File: config.mk
export PLATFORM = sky130hd
export DESIGN_NAME = sdram_bank_tracker
export DESIGN_NICKNAME = d
export VERILOG_FILES = /design/src/rtl/sbt_pkg.sv /design/src/rtl/sbt_cmd_decode.sv /design/src/rtl/sbt_burst_timer.sv /design/src/rtl/sbt_bank_slot.sv /design/src/rtl/sdram_bank_tracker.sv
export SDC_FILE = /design/constraint.sdc
export NUM_CORES = 1
export LEC_CHECK = 0
export BUFFER_PORTS_ARGS = -buffer_cell sky130_fd_sc_hd__buf_2
export CAP_MARGIN = 15
export CORE_MARGIN = 1
export CORE_UTILIZATION = 45
export CTS_CLUSTER_DIAMETER = 100
export DETAILED_ROUTE_END_ITERATION = 10
export PLACE_DENSITY = 0.66
export SLEW_MARGIN = 0
export SYNTH_ARGS = -nofsm -noshare
export SYNTH_HDL_FRONTEND = slang
export SYNTH_SLANG_ARGS = --single-unit
File: constraint.sdc
create_clock -name clk -period 2.6 [get_ports clk]
set_input_delay 0.13 -clock clk [delete_from_list [all_inputs] [get_ports clk]]
set_output_delay 0.13 -clock clk [all_outputs]
set_load 0.01 [all_outputs]
File: src/rtl/sbt_pkg.sv
package sbt_pkg;

    typedef enum logic [3:0] {
        K_NOP, K_DESEL, K_ACT, K_RD, K_WR, K_PRE, K_REF, K_MRS, K_RSV
    } cmd_kind_e;

    typedef enum logic [2:0] {
        BK_IDLE    = 3'd0,
        BK_OPENING = 3'd1,
        BK_OPEN    = 3'd2,
        BK_CLOSING = 3'd3,
        BK_RD_AUTO = 3'd4,
        BK_WR_AUTO = 3'd5,
        BK_REFRESH = 3'd6,
        BK_MODE    = 3'd7
    } bank_state_e;

    typedef enum logic [2:0] {
        OP_NONE, OP_ACT, OP_PRE, OP_RDAP, OP_WRAP, OP_REF, OP_MRS
    } bank_op_e;

endpackage

File: src/rtl/sbt_cmd_decode.sv
module sbt_cmd_decode
    import sbt_pkg::*;
(
    input  logic      cs_n,
    input  logic      ras_n,
    input  logic      cas_n,
    input  logic      we_n,
    output cmd_kind_e kind
);
    always_comb begin
        if (cs_n) begin
            kind = K_DESEL;
        end else begin
            case ({ras_n, cas_n, we_n})
                3'b111:  kind = K_NOP;
                3'b011:  kind = K_ACT;
                3'b101:  kind = K_RD;
                3'b100:  kind = K_WR;
                3'b010:  kind = K_PRE;
                3'b001:  kind = K_REF;
                3'b000:  kind = K_MRS;
                default: kind = K_RSV;
            endcase
        end
    end
endmodule

File: src/rtl/sbt_burst_timer.sv
module sbt_burst_timer
    import sbt_pkg::*;
#(
    parameter int CW = 6
) (
    input  logic          clk,
    input  logic          rst_n,
    input  logic          start,
    input  logic          start_rd,
    input  logic [CW-1:0] t_burst,
    output logic          busy,
    output logic          rd_busy
);
    typedef struct packed {
        logic [CW-1:0] cnt;
        logic          rd;
    } bt_t;

    bt_t bt_d, bt_q;

    always_comb begin
        bt_d = bt_q;
        if (bt_q.cnt != '0) begin
            bt_d.cnt = bt_q.cnt - CW'(1);
            if (bt_q.cnt == CW'(1)) bt_d.rd = 1'b0;
        end
        if (start) begin
            bt_d.cnt = t_burst;
            bt_d.rd  = start_rd;
        end
    end

    always_ff @(posedge clk) begin
        if (!rst_n) bt_q <= '0;
        else        bt_q <= bt_d;
    end

    assign busy    = (bt_q.cnt != '0);
    assign rd_busy = bt_q.rd;

    // the window never outlasts the configured burst length
    p_burst_bound_r7: assert property (@(posedge clk) disable iff (!rst_n)
        bt_q.cnt <= t_burst);
    // read marker only lives inside a running window
    p_rd_in_window_r7: assert property (@(posedge clk) disable iff (!rst_n)
        bt_q.rd |-> (bt_q.cnt != '0));
endmodule

File: src/rtl/sbt_bank_slot.sv
module sbt_bank_slot
    import sbt_pkg::*;
#(
    parameter int CW = 6
) (
    input  logic          clk,
    input  logic          rst_n,
    input  bank_op_e      op,
    input  logic [CW-1:0] t_rcd,
    input  logic [CW-1:0] t_rp,
    input  logic [CW-1:0] t_rfc,
    input  logic [CW-1:0] t_mrd,
    input  logic [CW-1:0] t_burst,
    output bank_state_e   state
);
    localparam int TW = CW + 1;

    typedef struct packed {
        bank_state_e   st;
        logic [TW-1:0] cnt;
    } slot_t;

    slot_t sl_d, sl_q;
    logic  timed;

    assign timed = (sl_q.st != BK_IDLE) && (sl_q.st != BK_OPEN);

    always_comb begin
        sl_d = sl_q;
        if (timed) begin
            sl_d.cnt = sl_q.cnt - TW'(1);
            if (sl_q.cnt == TW'(1))
                sl_d.st = (sl_q.st == BK_OPENING) ? BK_OPEN : BK_IDLE;
        end
        case (op)
            OP_ACT:  begin sl_d.st = BK_OPENING; sl_d.cnt = {1'b0, t_rcd}; end
            OP_PRE:  begin sl_d.st = BK_CLOSING; sl_d.cnt = {1'b0, t_rp};  end
            OP_RDAP: begin sl_d.st = BK_RD_AUTO; sl_d.cnt = {1'b0, t_burst} + {1'b0, t_rp}; end
            OP_WRAP: begin sl_d.st = BK_WR_AUTO; sl_d.cnt = {1'b0, t_burst} + {1'b0, t_rp}; end
            OP_REF:  begin sl_d.st = BK_REFRESH; sl_d.cnt = {1'b0, t_rfc}; end
            OP_MRS:  begin sl_d.st = BK_MODE;    sl_d.cnt = {1'b0, t_mrd}; end
            default: ;
        endcase
    end

    always_ff @(posedge clk) begin
        if (!rst_n) sl_q <= '{st: BK_IDLE, cnt: '0};
        else        sl_q <= sl_d;
    end

    assign state = sl_q.st;

    // a timed state always has cycles left to run
    p_timed_has_count_r8: assert property (@(posedge clk) disable iff (!rst_n)
        timed |-> (sl_q.cnt != '0));
    // opening is only ever requested of an idle bank
    p_open_from_idle_r1: assert property (@(posedge clk) disable iff (!rst_n)
        (op == OP_ACT) |-> (sl_q.st == BK_IDLE));
    // auto-closing access only ever starts from an open row
    p_auto_from_open_r6: assert property (@(posedge clk) disable iff (!rst_n)
        (op == OP_RDAP || op == OP_WRAP) |-> (sl_q.st == BK_OPEN));
    // a refresh request only reaches an idle bank
    p_refresh_from_idle_r4: assert property (@(posedge clk) disable iff (!rst_n)
        (op == OP_REF || op == OP_MRS) |-> (sl_q.st == BK_IDLE));
endmodule

File: src/rtl/sdram_bank_tracker.sv
module sdram_bank_tracker
    import sbt_pkg::*;
#(
    parameter int NUM_BANKS = 4,
    parameter int CW        = 6,
    localparam int BA_W     = (NUM_BANKS > 1) ? $clog2(NUM_BANKS) : 1
) (
    input  logic                   clk,
    input  logic                   rst_n,
    input  logic                   cs_n,
    input  logic                   ras_n,
    input  logic                   cas_n,
    input  logic                   we_n,
    input  logic [BA_W-1:0]        bank_sel,
    input  logic                   a10,
    input  logic [CW-1:0]          cfg_trcd,
    input  logic [CW-1:0]          cfg_trp,
    input  logic [CW-1:0]          cfg_trfc,
    input  logic [CW-1:0]          cfg_tmrd,
    input  logic [CW-1:0]          cfg_burst,
    output logic [3*NUM_BANKS-1:0] bank_state,
    output logic                   all_idle,
    output logic                   violation
);
    typedef struct packed {
        logic [CW-1:0] trcd;
        logic [CW-1:0] trp;
        logic [CW-1:0] trfc;
        logic [CW-1:0] tmrd;
        logic [CW-1:0] burst;
        logic          viol;
    } top_t;

    top_t        tp_d, tp_q;
    cmd_kind_e   kind;
    bank_state_e st   [NUM_BANKS];
    bank_op_e    ops  [NUM_BANKS];
    logic        burst_busy, burst_rd_busy;
    logic        burst_go, burst_go_rd;
    logic        legal, every_idle, every_steady;
    bank_state_e tgt;

    function automatic logic [CW-1:0] at_least_one(input logic [CW-1:0] v);
        return (v == '0) ? CW'(1) : v;
    endfunction

    sbt_cmd_decode u_dec (
        .cs_n (cs_n), .ras_n (ras_n), .cas_n (cas_n), .we_n (we_n), .kind (kind)
    );

    sbt_burst_timer #(.CW(CW)) u_burst (
        .clk      (clk),
        .rst_n    (rst_n),
        .start    (burst_go),
        .start_rd (burst_go_rd),
        .t_burst  (tp_q.burst),
        .busy     (burst_busy),
        .rd_busy  (burst_rd_busy)
    );

    for (genvar g = 0; g < NUM_BANKS; g++) begin : g_bank
        sbt_bank_slot #(.CW(CW)) u_slot (
            .clk     (clk),
            .rst_n   (rst_n),
            .op      (ops[g]),
            .t_rcd   (tp_q.trcd),
            .t_rp    (tp_q.trp),
            .t_rfc   (tp_q.trfc),
            .t_mrd   (tp_q.tmrd),
            .t_burst (tp_q.burst),
            .state   (st[g])
        );
        assign bank_state[3*g +: 3] = st[g];
    end

    always_comb begin
        every_idle   = 1'b1;
        every_steady = 1'b1;
        for (int i = 0; i < NUM_BANKS; i++) begin
            if (st[i] != BK_IDLE) every_idle = 1'b0;
            if (st[i] != BK_IDLE && st[i] != BK_OPEN) every_steady = 1'b0;
        end
    end

    assign tgt = st[bank_sel];

    always_comb begin
        tp_d        = tp_q;
        burst_go    = 1'b0;
        burst_go_rd = 1'b0;
        legal       = 1'b1;
        for (int i = 0; i < NUM_BANKS; i++) ops[i] = OP_NONE;
        case (kind)
            K_NOP, K_DESEL: legal = 1'b1;
            K_ACT: begin
                legal = (tgt == BK_IDLE);
                ops[bank_sel] = OP_ACT;
            end
            K_RD: begin
                legal = (tgt == BK_OPEN);
                if (a10) ops[bank_sel] = OP_RDAP;
                burst_go    = 1'b1;
                burst_go_rd = 1'b1;
            end
            K_WR: begin
                legal = (tgt == BK_OPEN) && !burst_rd_busy;
                if (a10) ops[bank_sel] = OP_WRAP;
                burst_go = 1'b1;
            end
            K_PRE: begin
                if (a10) begin
                    legal = every_steady;
                    for (int i = 0; i < NUM_BANKS; i++) ops[i] = OP_PRE;
                end else begin
                    legal = (tgt == BK_IDLE) || (tgt == BK_OPEN);
                    ops[bank_sel] = OP_PRE;
                end
            end
            K_REF: begin
                legal = every_idle && !burst_busy;
                for (int i = 0; i < NUM_BANKS; i++) ops[i] = OP_REF;
            end
            K_MRS: begin
                legal = every_idle && !burst_busy;
                for (int i = 0; i < NUM_BANKS; i++) ops[i] = OP_MRS;
            end
            default: legal = 1'b0;
        endcase
        if (!legal) begin
            for (int i = 0; i < NUM_BANKS; i++) ops[i] = OP_NONE;
            burst_go    = 1'b0;
            burst_go_rd = 1'b0;
        end
        tp_d.viol = !legal;
    end

    always_ff @(posedge clk) begin
        if (!rst_n) begin
            tp_q.trcd  <= at_least_one(cfg_trcd);
            tp_q.trp   <= at_least_one(cfg_trp);
            tp_q.trfc  <= at_least_one(cfg_trfc);
            tp_q.tmrd  <= at_least_one(cfg_tmrd);
            tp_q.burst <= at_least_one(cfg_burst);
            tp_q.viol  <= 1'b0;
        end else begin
            tp_q <= tp_d;
        end
    end

    assign all_idle  = every_idle;
    assign violation = tp_q.viol;

    // a write during a read window is always flagged
    p_wr_after_rd_r7: assert property (@(posedge clk) disable iff (!rst_n)
        (kind == K_WR && burst_rd_busy) |=> violation);
    // refresh with a busy bank is flagged
    p_refresh_gate_r4: assert property (@(posedge clk) disable iff (!rst_n)
        (kind == K_REF && !all_idle) |=> violation);
    // no-operation never produces a pulse
    p_nop_quiet_r9: assert property (@(posedge clk) disable iff (!rst_n)
        (kind == K_NOP || kind == K_DESEL) |=> !violation);
    // reserved code always produces a pulse
    p_reserved_flag_r9: assert property (@(posedge clk) disable iff (!rst_n)
        (kind == K_RSV) |=> violation);
endmodule

# Word level (Yosys, flattened, before mapping)
# Cells that the tools add are included.
# W data, S select, Z words.
[word_totals]
regBits = 78
latchBits = 0
ram_bits = 0
romBits = 0
in_bits = 39
out_inout_bits = 14
elab_cells = 163
mem_count = 0
[classes]
addsub = 6
multipliers = 0
div_mod_pow = 0
magnitude_cmp = 2
n_eq_ne = 51
shifts = 0
muxes = 45
bitwise_logic = 1
reduce_logical = 42
[ops]
columns = ["op", "n"]
rows = [
  ["$pmux W10 S6", 4],
  ["$pmux W12 S6", 1],
  ["$reduce_bool A7 Y1", 8],
  ["$eq A3 B3 Y1 const B", 15],
  ["$mux W10", 4],
  ["$eq A3 B2 Y1 const B", 11],
  ["$logic_not A6 Y1", 5],
  ["$eq A7 B1 Y1 const B", 4],
  ["$pmux W4 S7", 1],
  ["$sub A7 B1 Y7 const B", 4],
  ["$eq A3 B1 Y1 const B", 9],
  ["$mux W12", 2],
  ["$mux W11", 2],
  ["$mux W3", 7],
  ["$eq A4 B3 Y1 const B", 4],
  ["$mux W1", 14],
  ["$mux W7", 2],
  ["$ne A3 B2 Y1 const B", 4],
  ["$reduce_bool A3 Y1", 4],
  ["$reduce_and A2 Y1", 5],
  ["$eq A4 B2 Y1 const B", 2],
  ["$mux W2", 4],
  ["$add A6 B6 Y7", 1],
  ["$logic_and A1 B1 Y1", 7],
  ["17 further kinds", 23],
]

# Longest topological paths before layout
[logic_depth]
depth_word = 12
depth_mapped = 10
mapped_depth_nobuf = 10

# Cells and area by module
# Synthesis repeated with hierarchy kept, for this count alone.
[hier_totals]
cells_unflattened = 753
hier_area_um2 = 6672.6
[by_module_without_submodules]
columns = ["module", "n_inst", "cells_per_inst", "area_per_inst_um2", "seq_area_each_um2"]
rows = [
  ["sbt_bank_slot", 4, 139, 1141.1, 200.2],
  ["sdram_bank_tracker", 1, 144, 1627.8, 920.9],
  ["sbt_burst_timer", 1, 44, 416.6, 140.1],
  ["sbt_cmd_decode", 1, 9, 63.8, 0.0],
]

# Worst setup path before layout
# No wires, ideal clock.
[synth_timing]
kind = "flip-flop to flip-flop"
startpoint = "register tp_q (netlist bit tp_d[21])"
endpoint = "register g_bank[1].u_slot.sl_q[5] in the netlist's numbering"
setup_time_ps = 119
arrival_ps = 2316
required_ps = 2481
slack_ps = 165
path_stages_with_launch = 9
path_buffers = 0
synth_period_minus_slack_ps = 2435
path_cell_list = "edfxtp_1 -> ha_1 -> o21ai_0 -> o211a_1 -> a2111oi_0 -> nor2_1 -> o31a_1 -> o21ai_0 -> a21oi_1"
[synth_between]
elab_chain_cells = 2
[synth_rtl]
columns = ["item", "line", "rtl"]
rows = [
  ["from (decl)", "sdram_bank_tracker.sv:34", "top_t tp_d, tp_q;"],
  ["from (signal assigned)", "sdram_bank_tracker.sv:146", "tp_q <= tp_d;"],
  ["$add A6 B6 Y7", "sbt_bank_slot.sv:38, sbt_bank_slot.sv:39", ""],
  ["$pmux W10 S6", "sbt_bank_slot.sv:35", "case (op)"],
  ["to (signal assigned)", "sbt_bank_slot.sv:47", "if (!rst_n) sl_q <= '{st: BK_IDLE, cnt: '0};"],
  ["to (signal assigned)", "sbt_bank_slot.sv:48", "else sl_q <= sl_d;"],
  ["to (decl)", "sbt_bank_slot.sv:23", "slot_t sl_d, sl_q;"],
]
# Every way passes these cells.
# A chain may end at the register's enable or synchronous reset.

# Worst setup path in the final report
[layout_timing]
startpoint = "register g_bank[1].u_slot.sl_q (netlist bit g_bank[1].u_slot.state[1])"
endpoint = "register g_bank[2].u_slot.sl_q[6] in the netlist's numbering"
[layout_between]
elab_chain_cells = 10
word_cells_on_any_way = 28
classes_between = "eq/ne: 8; mux: 13; reduce/logical: 7"
[layout_rtl]
columns = ["item", "line", "rtl"]
rows = [
  ["$bmux W3 S2, or another cell as far along", "sdram_bank_tracker.sv:85", "assign tgt = st[bank_sel];"],
  ["$mux W3 (not written as such) or $logic_and A1 B1 Y1 (tied branches)", "sdram_bank_tracker.sv:85, sdram_bank_tracker.sv:81", ""],
  ["$mux W3 (not written as such) or $mux W1 (tied branches)", "sdram_bank_tracker.sv:85, sdram_bank_tracker.sv:81", ""],
  ["$eq A3 B2 Y1, or another cell as far along", "sdram_bank_tracker.sv:100, sdram_bank_tracker.sv:106, sdram_bank_tracker.sv:115", ""],
  ["$logic_or A1 B1 Y1 or $mux W1 (tied branches)", "sdram_bank_tracker.sv:115, sdram_bank_tracker.sv:81", ""],
  ["$mux W1", "sdram_bank_tracker.sv:111", "if (a10) begin"],
  ["$pmux W1 S6 (*)", "sdram_bank_tracker.sv:93", "case (kind)"],
  ["$mux W12 (*)", "sdram_bank_tracker.sv:129", "if (!legal) begin"],
  ["$eq A3 B3 Y1, or another cell as far along", "sbt_bank_slot.sv:35", ""],
  ["$pmux W10 S6 or $reduce_bool A7 Y1 (tied branches)", "n/a", ""],
  ["to (signal assigned)", "sbt_bank_slot.sv:47", ""],
  ["to (signal assigned)", "sbt_bank_slot.sv:48", ""],
  ["to (decl)", "sbt_bank_slot.sv:23", ""],
]
# Every way passes the cells marked *; elsewhere a longest branch is shown, timed or not. The select of a mux whose other input is x is not followed.

==> run summary <==
CTS Buf Count: 9
delay of the slowest cell on the worst path: 0.50 ns
share of cells above drive strength 1: 21.30%
Fin Clk Skew: 0.01043 ns
logic gate share of total power: 34.3%
Pre-antenna DRT Iters: 6
Hold WS: 0.04655 ns
RD Place Congestion: 0.9366
Setup Viol. Count Final: 0
Period minus WS final: 2.559 ns
CP Launch Type: flip-flop
Ant. Diodes: 0
Die Ht: 110.7 um
flops & latches, synth: 78
Async SR Flop Fraction: 0%
Post-DRT Antenna Nets: 0
initial antenna violation count: 0
Leakage: 0.002582 uW
initial drt markers: 691
Slew Limit Fails: 0
DR DRC count: 0
EDFF count, synth: 30
fin area: 0.006460 sq mm
clk sink count: 78
post-synth top area share: 18.06%
main combinational cell family by area after synthesis: compound AO/OA/AOI/OAI gates
core area: 0.01147 sq mm
YS warnings: 0
cell taking the most area after synthesis: dfxtp_1
setup ws final: 0.04105 ns
first-pass GRT wire length: 26890 um
Via Count: 5343
CP Capture Type: flip-flop
WL per Instance: 19.95 um
Slowest cell on crit path: mux4_2
Peak VDD IR: 0.0003986 V
later-pin clock latency in the skew report: 0.35 ns
Arr. time, crit path: 2.85 ns
Post-Synth XOR/XNOR Area: 2.304%
syn_nets: 683
sequential area share after synthesis: 34.99%
gr usage total: 28.07%
gr ovfl total: 0
Sw Share: 33.70%
worst-margin pin slew: 0.8737 ns
fin crit share: 98.42%
Synth Area in Compound Gates: 29.23%
CTS root buffer: clkbuf_16
NetSw: 1452 uW
synthesized area: 0.005321 sq mm
vias in the first global route: 5108
clock-pin slew on the worst setup and hold paths: 0.06 ns
# IOs: 53
share of power burned in the clock network: 28.5%
highest clock rate: 0.3908 GHz
Cell Rows: 39
largest net degree at the start of global routing: 44
Avg Cell Area, Syn: 8.487 sq um
top_reg_cell synth: dfxtp_1
Die Area: 0.01226 sq mm
drt total wl: 17000 um
Post-Synth Adder-Cell Area: 4.138%
fin nets: 760
Synth Area in Simple Gates: 20.13%
WS Path Type: reg2reg
Worst Path Max Fanout: 8
setup TNS: 0 ns
Cell Chain, Critical Path: mux4_2 -> and3_1 -> or2_1 -> a211o_2 -> buf_4 -> a41o_1 -> o21ai_0 -> o211a_1
pre-CTS setup slack: 0.03287 ns
CTS tree: built
cell count after synthesis: 627
Area contributors post-synth: dfxtp_1, edfxtp_1, a21oi_1, ha_1, o21ai_0
vias per cell: 6.271
Final Util: 56.33%
die width: 110.7 um
# Max-Cap Violations: 0
H-tree Lvls: 3
WP data required: 2.89 ns
status: finished clean
Rel. slew slack: 41.67%
dpl hpwl: 12740 um
placed cell area: 0.005832 sq mm
share of power burned in registers: 37.1%
Final Hold Vio Count: 0
Pwr Density: 667.0 mW/mm^2
Starting Density: 46.40%
Longest Clk Path Bufs: 2
Int Power: 2857 uW
post-synthesis mux area share: 1.599%
Hold/Removal Path Class: in2reg
post-synth cell types: 81
# port buffers: 52
area grow syn2layout: 21.40%
[through the flow]
stage / instances / power, uW
2_1_floorplan: 627 / 2578
3_3_place_gp: 808 / 2962
3_5_place_dp: 808 / 2997
4_1_cts: 849 / 4265
5_1_grt: 852 / 4529
6_report: 852 / 4309
[sequential cells by signal, indices dropped and copies added, names as in the netlist]
name,flops
u_burst.bt_q,6
g_bank.u_slot.sl_q,28
violation,1
tp_d,30
u_burst.rd_busy,1
g_bank.u_slot.state,12
[power groups by stage]
stage | sequential (uW) | clock (uW) | combinational (uW)
after floorplan | 1580 | 0 | 1000
after global placement | 1610 | 0 | 1350
after detailed placement | 1620 | 0 | 1380
after CTS | 1590 | 1250 | 1420
after global routing | 1620 | 1290 | 1620
final | 1600 | 1230 | 1480
[layer usage]
| metal | part of all wire (%) | vias up | track usage (%) |
|---|---|---|---|
| met2 | 47 | 281 | 45.84 |
| met3 | 6.9 | 51 | 5.249 |
| met5 | 0 | - | 0 |
| met4 | 3.9 | 0 | 13.51 |
| met1 | 42 | 2537 | 35.66 |
| li1 | - | 2474 | - |
[worst paths after layout]
path	from	to	slack, ns	depth (start not counted)
worst max-delay path	g_bank[1].u_slot.state[1]	g_bank[2].u_slot.sl_q[6]	0.04	8
worst min-delay path	cfg_trcd[0]	tp_d[25]	0.05	2
worst max register to register	g_bank[1].u_slot.state[1]	g_bank[2].u_slot.sl_q[6]	0.04	8
worst min register to register	g_bank[1].u_slot.sl_q[5]	g_bank[1].u_slot.sl_q[5]	0.49	2
[cell usage after synthesis (all sizes together) (4+ instances only)]
cell type and number:
a21oi 49, a32o 4, or2 10, o22ai 7, o21a 5, o211ai 6
nor2 53, nor3b 7, clkbuf 42, nand3b 5, a21o 14, ha 16
a31oi 9, a221oi 6, nand2b 10, nor4b 4, nand2 52, o21bai 6
a211oi 6, or4 6, and3 6, nor4 8, a22oi 14, nand3 8
a22o 4, o2bb2ai 5, mux2i 4, o211a 6, and2 4, nor3 11
buf 24, nor2b 7, dfxtp 48, inv 23, xnor2 9, edfxtp 30
o21ai 41, xor2 5, a2bb2oi 5
[placed cells by master (no fill, tap or decap), drive strengths merged, types with 8 or more instances in the layout]
cell	synthesis	final
a21oi	49	49
xnor2	9	9
or2	10	10
o21ai	41	41
nand3	8	8
nor3	11	11
ha	16	16
nand2	52	52
nor2	53	53
inv	23	23
dlygate4sd3	0	25
edfxtp	30	30
a22oi	14	14
nand2b	10	10
dfxtp	48	48
buf	24	107
a31oi	9	9
nor4	8	8
a21o	14	14
clkbuf	42	14
[worst max-delay path, delay by kind of cell (launching register included)]
| kind | cells | cell delay [ns] |
|---|---|---|
| DFF | 1 | 0.35 |
| AOI/OAI and AO/OA | 4 | 0.98 |
| muxes | 1 | 0.50 |
| buffers and inverters | 1 | 0.17 |
| and+or+nand+nor | 2 | 0.50 |
[kinds of logic after synthesis]
logic type	Yosys count
AOI/OAI and AO/OA	219
xor gates and xnor gates	14
adders and majority gates	17
buffers and inverters	89
DFF	78
muxes	6
and+or+nand+nor	204
[cell type report]
type,instances,area [sq um]
Clock buffer,14,275.3
Fill cell,1018,5007
Tap cell,143,178.9
Multi-Input combinational cell,460,3117
Sequential cell,78,1864
Clock inverter,2,15.01
Timing Repair Buffer,132,923.4
Inverter,23,86.33
[repair_timing]
item / CTS / global route
setup endpoints to repair: 0 / 28
endpoints found under the hold margin: 25 / 0
setup buffers: 0 / 3
hold buffers: 25 / 0
gates resized for setup: 0 / 14
Note: power is estimated with default switching activity, not from simulation.
